===== config.mk =====
export PLATFORM = sky130hd
export DESIGN_NAME = gpio_edge_irq_unit
export DESIGN_NICKNAME = d
export VERILOG_FILES = /design/src/rtl/gpio_edge_pkg.sv /design/src/rtl/gpio_edge_sync.sv /design/src/rtl/gpio_edge_detect.sv /design/src/rtl/gpio_edge_regs.sv /design/src/rtl/gpio_edge_status.sv /design/src/rtl/gpio_edge_irq_unit.sv
export SDC_FILE = /design/constraint.sdc
export NUM_CORES = 1
export LEC_CHECK = 0
export ABC_AREA = 1
export BUFFER_PORTS_ARGS = -buffer_cell sky130_fd_sc_hd__buf_2
export CORE_MARGIN = 5
export CORE_UTILIZATION = 39
export CTS_BUF_LIST = sky130_fd_sc_hd__clkbuf_2 sky130_fd_sc_hd__clkbuf_4 sky130_fd_sc_hd__clkbuf_8
export DETAILED_ROUTE_END_ITERATION = 7
export HOLD_SLACK_MARGIN = 0.08
export PLACE_DENSITY_LB_ADDON = 0.3
export SLEW_MARGIN = 25
export SYNTH_ARGS = -nofsm -noshare
export SYNTH_HDL_FRONTEND = slang
export SYNTH_SLANG_ARGS = --single-unit

===== constraint.sdc =====
create_clock -name clk -period 1.4 [get_ports clk]
set_input_delay 0.07 -clock clk [delete_from_list [all_inputs] [get_ports clk]]
set_output_delay 0.07 -clock clk [all_outputs]
set_load 0.02 [all_outputs]

===== src/rtl/gpio_edge_pkg.sv =====
package gpio_edge_pkg;

    localparam int unsigned REG_ADDR_W = 4;

    localparam logic [REG_ADDR_W-1:0] OFFS_RISE_EN = 4'h0;
    localparam logic [REG_ADDR_W-1:0] OFFS_FALL_EN = 4'h4;
    localparam logic [REG_ADDR_W-1:0] OFFS_PEND    = 4'h8;

    typedef enum logic [1:0] {
        SEL_NONE,
        SEL_RISE,
        SEL_FALL,
        SEL_PEND
    } reg_sel_e;

    typedef struct packed {
        logic rise;
        logic fall;
        logic pend;
    } wr_strobe_t;

    function automatic reg_sel_e reg_decode(input logic [REG_ADDR_W-1:0] a);
        reg_sel_e s;
        case (a)
            OFFS_RISE_EN: s = SEL_RISE;
            OFFS_FALL_EN: s = SEL_FALL;
            OFFS_PEND:    s = SEL_PEND;
            default:      s = SEL_NONE;
        endcase
        return s;
    endfunction

endpackage


===== src/rtl/gpio_edge_sync.sv =====
module gpio_edge_sync #(
    parameter int unsigned W = 28
) (
    input  logic         clk,
    input  logic         rst,
    input  logic [W-1:0] din,
    output logic [W-1:0] cur,
    output logic [W-1:0] prev
);
    logic [W-1:0] meta_q;
    logic [W-1:0] sync_q;
    logic [W-1:0] prev_q;

    always_ff @(posedge clk) begin
        if (rst) begin
            meta_q <= '0;
            sync_q <= '0;
            prev_q <= '0;
        end else begin
            meta_q <= din;
            sync_q <= meta_q;
            prev_q <= sync_q;
        end
    end

    assign cur  = sync_q;
    assign prev = prev_q;
endmodule


===== src/rtl/gpio_edge_detect.sv =====
module gpio_edge_detect #(
    parameter int unsigned W = 28
) (
    input  logic [W-1:0] cur,
    input  logic [W-1:0] prev,
    input  logic [W-1:0] rise_en,
    input  logic [W-1:0] fall_en,
    output logic [W-1:0] evt
);
    for (genvar i = 0; i < W; i++) begin : g_line
        logic went_up;
        logic went_down;
        assign went_up   = cur[i] & ~prev[i];
        assign went_down = ~cur[i] & prev[i];
        assign evt[i]    = (went_up & rise_en[i]) | (went_down & fall_en[i]);
    end
endmodule


===== src/rtl/gpio_edge_regs.sv =====
module gpio_edge_regs
    import gpio_edge_pkg::*;
#(
    parameter int unsigned W = 28
) (
    input  logic                  clk,
    input  logic                  rst,
    input  logic                  bus_en,
    input  logic                  bus_wr,
    input  logic [REG_ADDR_W-1:0] bus_addr,
    input  logic [W-1:0]          bus_wdata,
    input  logic [W-1:0]          pend,
    output logic [W-1:0]          rise_en,
    output logic [W-1:0]          fall_en,
    output logic [W-1:0]          pend_clr,
    output logic [W-1:0]          bus_rdata
);
    reg_sel_e   sel;
    wr_strobe_t wstb;
    logic       wr_go;
    logic [W-1:0] rise_q;
    logic [W-1:0] fall_q;

    assign sel   = reg_decode(bus_addr);
    assign wr_go = bus_en & bus_wr;

    always_comb begin
        wstb.rise = wr_go && (sel == SEL_RISE);
        wstb.fall = wr_go && (sel == SEL_FALL);
        wstb.pend = wr_go && (sel == SEL_PEND);
    end

    always_ff @(posedge clk) begin
        if (rst) begin
            rise_q <= '0;
            fall_q <= '0;
        end else begin
            if (wstb.rise) rise_q <= bus_wdata;
            if (wstb.fall) fall_q <= bus_wdata;
        end
    end

    assign pend_clr = wstb.pend ? bus_wdata : '0;
    assign rise_en  = rise_q;
    assign fall_en  = fall_q;

    always_comb begin
        case (sel)
            SEL_RISE: bus_rdata = rise_q;
            SEL_FALL: bus_rdata = fall_q;
            SEL_PEND: bus_rdata = pend;
            default:  bus_rdata = '0;
        endcase
    end
endmodule


===== src/rtl/gpio_edge_status.sv =====
module gpio_edge_status #(
    parameter int unsigned W = 28
) (
    input  logic         clk,
    input  logic         rst,
    input  logic [W-1:0] evt,
    input  logic [W-1:0] clr,
    output logic [W-1:0] pend
);
    logic [W-1:0] pend_q;

    // A fresh event outranks a clear aimed at the same bit.
    always_ff @(posedge clk) begin
        if (rst) pend_q <= '0;
        else     pend_q <= (pend_q & ~clr) | evt;
    end

    assign pend = pend_q;
endmodule


===== src/rtl/gpio_edge_irq_unit.sv =====
module gpio_edge_irq_unit
    import gpio_edge_pkg::*;
#(
    parameter int unsigned NUM_LINES  = 28,
    parameter int unsigned NUM_DIRECT = 8
) (
    input  logic                  clk,
    input  logic                  rst,
    input  logic [NUM_LINES-1:0]  gpio_in,
    input  logic                  bus_en,
    input  logic                  bus_wr,
    input  logic [REG_ADDR_W-1:0] bus_addr,
    input  logic [NUM_LINES-1:0]  bus_wdata,
    output logic [NUM_LINES-1:0]  bus_rdata,
    output logic [NUM_DIRECT-1:0] irq_line,
    output logic                  irq_summary
);
    localparam int unsigned NUM_SHARED = NUM_LINES - NUM_DIRECT;

    logic [NUM_LINES-1:0] cur_lvl;
    logic [NUM_LINES-1:0] prev_lvl;
    logic [NUM_LINES-1:0] rise_en_q;
    logic [NUM_LINES-1:0] fall_en_q;
    logic [NUM_LINES-1:0] edge_evt;
    logic [NUM_LINES-1:0] pend_clr;
    logic [NUM_LINES-1:0] pend_q;

    gpio_edge_sync #(.W(NUM_LINES)) u_sync (
        .clk  (clk),
        .rst  (rst),
        .din  (gpio_in),
        .cur  (cur_lvl),
        .prev (prev_lvl)
    );

    gpio_edge_detect #(.W(NUM_LINES)) u_detect (
        .cur     (cur_lvl),
        .prev    (prev_lvl),
        .rise_en (rise_en_q),
        .fall_en (fall_en_q),
        .evt     (edge_evt)
    );

    gpio_edge_regs #(.W(NUM_LINES)) u_regs (
        .clk       (clk),
        .rst       (rst),
        .bus_en    (bus_en),
        .bus_wr    (bus_wr),
        .bus_addr  (bus_addr),
        .bus_wdata (bus_wdata),
        .pend      (pend_q),
        .rise_en   (rise_en_q),
        .fall_en   (fall_en_q),
        .pend_clr  (pend_clr),
        .bus_rdata (bus_rdata)
    );

    gpio_edge_status #(.W(NUM_LINES)) u_status (
        .clk  (clk),
        .rst  (rst),
        .evt  (edge_evt),
        .clr  (pend_clr),
        .pend (pend_q)
    );

    assign irq_line = pend_q[NUM_DIRECT-1:0];

    if (NUM_SHARED > 0) begin : g_shared
        assign irq_summary = |pend_q[NUM_LINES-1:NUM_DIRECT];
    end else begin : g_no_shared
        assign irq_summary = 1'b0;
    end
endmodule


==> results.json, run 1 <==
{
  "status": "finished with violations",
  "violations": "negative setup slack",
  "fin_ws_ns": -0.135,
  "min_period_ns": 1.54,
  "synth-seq-area-share_pct": 47.6,
  "drv_cap": 0,
  "grt_pass1_wl_um": 28100,
  "hpwl_um": 10700,
  "antenna_found_initial": 0,
  "required_ns": 1.33,
  "clock-sinks": 168,
  "gp_congestion": 0.783,
  "min-delay-path-class": "in -> reg",
  "insertion_delay_ns": 0.46,
  "routed_wl_um": 17000,
  "post_drt_wl_per_cell_um": 12.7,
  "critical_path_class": "reg -> out",
  "synth_cells": 950,
  "num-nets-final": 1163,
  "drt_iter0_drc": 367,
  "ys_warn_count": 0,
  "cts_htree_levels": 4,
  "cts.root.buffer_cell": "clkbuf_8",
  "first_global_vias": 5861,
  "io_pins": 101,
  "worstSetupEndpointType": "output pin",
  "dieHeight_um": 145,
  "powerDensity_nw_per_um2": 1020,
  "drc": 0,
  "setup_viol": 2,
  "nFillCells": 1783,
  "grt_usage_pct": 17.0,
  "dr.pass1.iters": 5,
  "tightest_slew_ns": 0.385,
  "ys_ff_latch": 168,
  "synth_cell_types": 20,
  "irDropWorstVdd_v": 0.000649,
  "cts_tree": "done",
  "postRouteAntennaNets": 0,
  "drv_slew": 0,
  "post-route-util_pct": 49.8,
  "drive_gt1_share_pct": 19.5,
  "hold_violations": 0,
  "vias_per_cell": 4.55,
  "path_clk_slew_ns": 0.09,
  "skew_ns": 0.00775,
  "total_power_w": 0.00914,
  "routed-via-count": 6107,
  "port_buffers": 100,
  "rsz0062_at_grt": "true",
  "min_period_over_period_pct": 110,
  "crit_chain": "nor2_2 > nand4_1 > nor3_2 > nand2_1 > buf_6",
  "final_cell_mix": "nor2_1, nand2_1, dfxtp_1, inv_1, buf_2",
  "final_common_cell": "nor2_1",
  "grt-ovfl-total": 0,
  "synthToLayoutAreaGrowth_pct": 26.2,
  "antenna_cells": 0,
  "cts_max_path_buffers": 2,
  "numCtsBuffers": 17,
  "coreArea_um2": 17900,
  "syn-num-nets": 1014,
  "arrival_ns": 1.47,
  "grt_max_degree": 57,
  "place_ws_ns": 0.0641,
  "slowest_delay_ns": 0.34,
  "die_width_um": 145,
  "relSlewSlack_pct": 74.4,
  "worstPathMaxFanout": 3,
  "rows": 49,
  "syn_area_um2": 7070,
  "dieArea_um2": 20900,
  "synth_area_per_cell_um2": 7.44,
  "max_freq_mhz": 651,
  "p_leak_nw": 4.01,
  "initial_core_util_pct": 39.5,
  "cpMaxStageDelayCell": "dfxtp_1",
  "setup.worst_path.start_class": "flip-flop"
}
## power breakdown
group | total, W | switching (W) | leakage (nW) | internal, W
Combinational | 0.000712 | 0.000386 | 2.44 | 0.000325
Clock | 0.00349 | 0.00183 | 0.200 | 0.00167
Sequential | 0.00493 | 0.0000397 | 1.37 | 0.00489
## layout make-up
type	instances	area (um2)	area share [%]
clock buffers	19	255	2.86
flip-flops and latches	168	3370	37.8
multi-input cells	572	2820	31.6
repair buffers	184	1450	16.2
well taps	229	287	3.21
clock inverters	13	146	1.64
inverters	156	586	6.57
## stage by stage
stage	std cells	cell area (um2)	hold slack [ns]	setup TNS (ns)
4_1_cts	1341	8890	0.209	-0.290
5_1_grt	1341	8920	0.237	-0.488
2_1_floorplan	950	7070	0.177	0
6_report	1341	8920	0.238	-0.174
3_3_place_gp	1241	7770	0.271	0
3_5_place_dp	1241	7770	0.276	0
## layer usage
layer / up-vias / global-route usage [%] / wire [um]
met5: - / 0 / 0
met2: 132 / 28.4 / 8030
met1: 2782 / 22.0 / 7880
met3: 12 / 4.27 / 970
met4: 0 / 4.66 / 160
li1: 3181 / - / -
## cell usage after synthesis (all sizes together)
| cell | number | area [um2] |
|---|---|---|
| nor2 | 204 | 768 |
| nand2 | 191 | 717 |
| dfxtp | 168 | 3360 |
| inv | 156 | 586 |
| nor3b | 56 | 611 |
| buf | 38 | 267 |
| nor3 | 32 | 183 |
| nand4 | 31 | 194 |
| a21oi | 28 | 140 |
| nand3 | 20 | 105 |
| clkbuf | 16 | 60.1 |
| o211ai | 10 | 75.1 |
## sequential cells by signal, summed over array words and instances, names as in the netlist
register / count
u_sync.cur: 28
u_regs.fall_en: 28
u_regs.rise_en: 28
u_sync.meta_q: 28
u_status.pend: 28
u_sync.prev: 28
## worst paths after layout
path                      startpoint                end  slack (ns)  depth (start not counted)
setup / recovery    u_status.pend[9]        irq_summary       -0.14                          5
hold / removal           bus_addr[0]   u_status.pend[4]        0.24                          6
setup reg to reg  u_regs.rise_en[12]  u_status.pend[12]        0.55                          4
hold reg to reg    u_sync.meta_q[14]     u_sync.cur[14]        0.40                          2
## critical path, delay by kind of cell, from the launching register on
kind / cells / cell delay, ns
DFF: 1 / 0.34
and+or+nand+nor: 4 / 0.53
buffers and inverters: 1 / 0.15
## cell families (layout without fill, tap and decap cells)
group                  after synthesis  after routing  synth area share [%]
AOI/OAI and AO/OA                   38             38                  3.04
and+or+nand+nor                    534            534                  36.5
DFF                                168            168                  47.6
buffers and inverters              210            372                  12.9
## what timing repair did
| action | 4_1_cts | 5_1_grt |
|---|---|---|
| buffers inserted | 1 | 0 |
| setup endpoints to repair | 6 | 12 |
| pin swaps | 7 | 7 |
| hold endpoints to repair | 123 | 0 |
| hold buffers | 67 | 0 |
| gates resized for setup | 20 | 14 |
(Power assumes the default switching activity.)
==> run 2: changes to the inputs <==
- SETUP_SLACK_MARGIN: unset -> 0.1
==> run 2 against run 1 <==
  * The flow still finishes with violations (negative setup slack)
  * Global-route usage is essentially flat
  * Via count decreased by 0.74%
  * Cell count unchanged
  * Final area increased by 0.53%
  * Critical path type unchanged
  * Highest routed layer unchanged
==> results.json, run 2 (synthesis gave the netlist of run 1 again) <==
{
  "insertion_delay_ns": 0.46,
  "routed_wl_um": 17100,
  "port_buffers": 100,
  "setup.worst_path.start_class": "flip-flop",
  "io_pins": 101,
  "cpMaxStageDelayCell": "dfxtp_2",
  "path_clk_slew_ns": 0.09,
  "antenna_found_initial": 0,
  "grt_usage_pct": 17.1,
  "synthToLayoutAreaGrowth_pct": 26.9,
  "violations": "negative setup slack",
  "vias_per_cell": 4.52,
  "critical_path_class": "reg -> out",
  "cts_tree": "done",
  "routed-via-count": 6062,
  "die_width_um": 145,
  "relSlewSlack_pct": 73.4,
  "gp_congestion": 0.783,
  "drv_slew": 0,
  "cts_max_path_buffers": 2,
  "cts_htree_levels": 4,
  "numCtsBuffers": 17,
  "place_inst": 1241,
  "ff_latch_area_um2": 3390,
  "arrival_ns": 1.46,
  "slowest_delay_ns": 0.33,
  "max_freq_mhz": 652,
  "drv_cap": 0,
  "worstSetupEndpointType": "output pin",
  "setup_viol": 2,
  "grt-ovfl-total": 0,
  "drive_gt1_share_pct": 21.2,
  "crit_start": "u_status.pend[11]",
  "initial_core_util_pct": 39.5,
  "cts.root.buffer_cell": "clkbuf_8",
  "nFillCells": 1782,
  "final_cell_mix": "nor2_1, nand2_1, inv_1, dfxtp_1, buf_2",
  "hold_violations": 0,
  "crit_chain": "inv_2 > nand4_1 > nor3_2 > nand2_1 > buf_6",
  "status": "finished with violations",
  "worstPathMaxFanout": 2,
  "min_period_over_period_pct": 110,
  "irDropWorstVdd_v": 0.000649,
  "coreArea_um2": 17900,
  "holdCritStartpoint": "bus_addr[0]",
  "tightest_slew_ns": 0.398,
  "layout.cells.non_filler": 1341,
  "dieHeight_um": 145,
  "min_period_ns": 1.53,
  "skew_ns": 0.00773,
  "drc": 0,
  "grt_pass1_wl_um": 28200,
  "post_drt_wl_per_cell_um": 12.7,
  "hold_ws_ns": 0.248,
  "required_ns": 1.33,
  "fin_ws_ns": -0.134,
  "antenna_cells": 0,
  "rsz0062_at_grt": "true",
  "p_leak_nw": 4.03,
  "powerDensity_nw_per_um2": 1020,
  "postRouteAntennaNets": 0,
  "rows": 49,
  "multi_input_area_um2": 2830,
  "num-nets-final": 1163,
  "reg2reg_from": "u_regs.rise_en[12]",
  "hpwl_um": 10700,
  "dr.pass1.iters": 5,
  "min-delay-path-class": "in -> reg",
  "clock-sinks": 168,
  "dieArea_um2": 20900,
  "first_global_vias": 5870,
  "grt_max_degree": 57,
  "final_common_cell": "nor2_1",
  "drt_iter0_drc": 373
}
run 2: area by class of cell:
cell class	instances	area share [%]
flip-flops and latches	168	37.8
well taps	229	3.20
multi-input cells	572	31.6
repair buffers	184	16.4
clock buffers	19	2.85
clock inverters	13	1.63
inverters	156	6.53
run 2: layer usage:
metal | vias to the layer above | track usage [%] | share of wire [%]
met5 | - | 0 | 0
met4 | 0 | 4.57 | 0.56
met3 | 8 | 4.30 | 7.2
met2 | 149 | 28.5 | 47
met1 | 2724 | 22.0 | 45
li1 | 3181 | - | -
run 2: final timing paths:
kind | endpoint | slack, ns | cells past startpoint
worst min register to register | u_sync.cur[14] | 0.40 | 2
worst max-delay path | irq_summary | -0.13 | 5
worst min-delay path | u_status.pend[4] | 0.25 | 6
worst max register to register | u_status.pend[12] | 0.54 | 4
run 2: repair_timing:
item | CTS | global route
gates resized for setup | 38 | 23
pin swaps | 12 | 3
setup endpoints to repair | 13 | 26
setup buffers | 1 | 0
endpoints found under the hold margin | 123 | 0
gates cloned | 0 | 0
hold buffers | 67 | 0
run 2: report_power, final:
group          internal (W)  switching (W)  total (W)
Combinational      0.000326       0.000386   0.000713
Clock               0.00167        0.00182    0.00349
Sequential          0.00489      0.0000397    0.00493
run 2: worst max-delay path, delay by kind of cell (launching register included):
family        cells  cell delay, ns
flops             1            0.33
buf+inv           2            0.21
simple gates      3            0.47
run 2: stage by stage:
| step | utilization, % | worst slack [ns] | cell area [um2] | TNS, ns | total power [W] |
|---|---|---|---|---|---|
| 2_1_floorplan | - | 0.363 | 7070 | 0 | 0.00536 |
| 3_3_place_gp | 43.4 | 0.0605 | 7770 | 0 | 0.00561 |
| 3_5_place_dp | 43.4 | 0.0641 | 7770 | 0 | 0.00561 |
| 4_1_cts | 49.8 | -0.191 | 8920 | -0.290 | 0.00925 |
| 5_1_grt | 50.1 | -0.248 | 8970 | -0.448 | 0.00955 |
| 6_report | 50.1 | -0.134 | 8970 | -0.191 | 0.00914 |
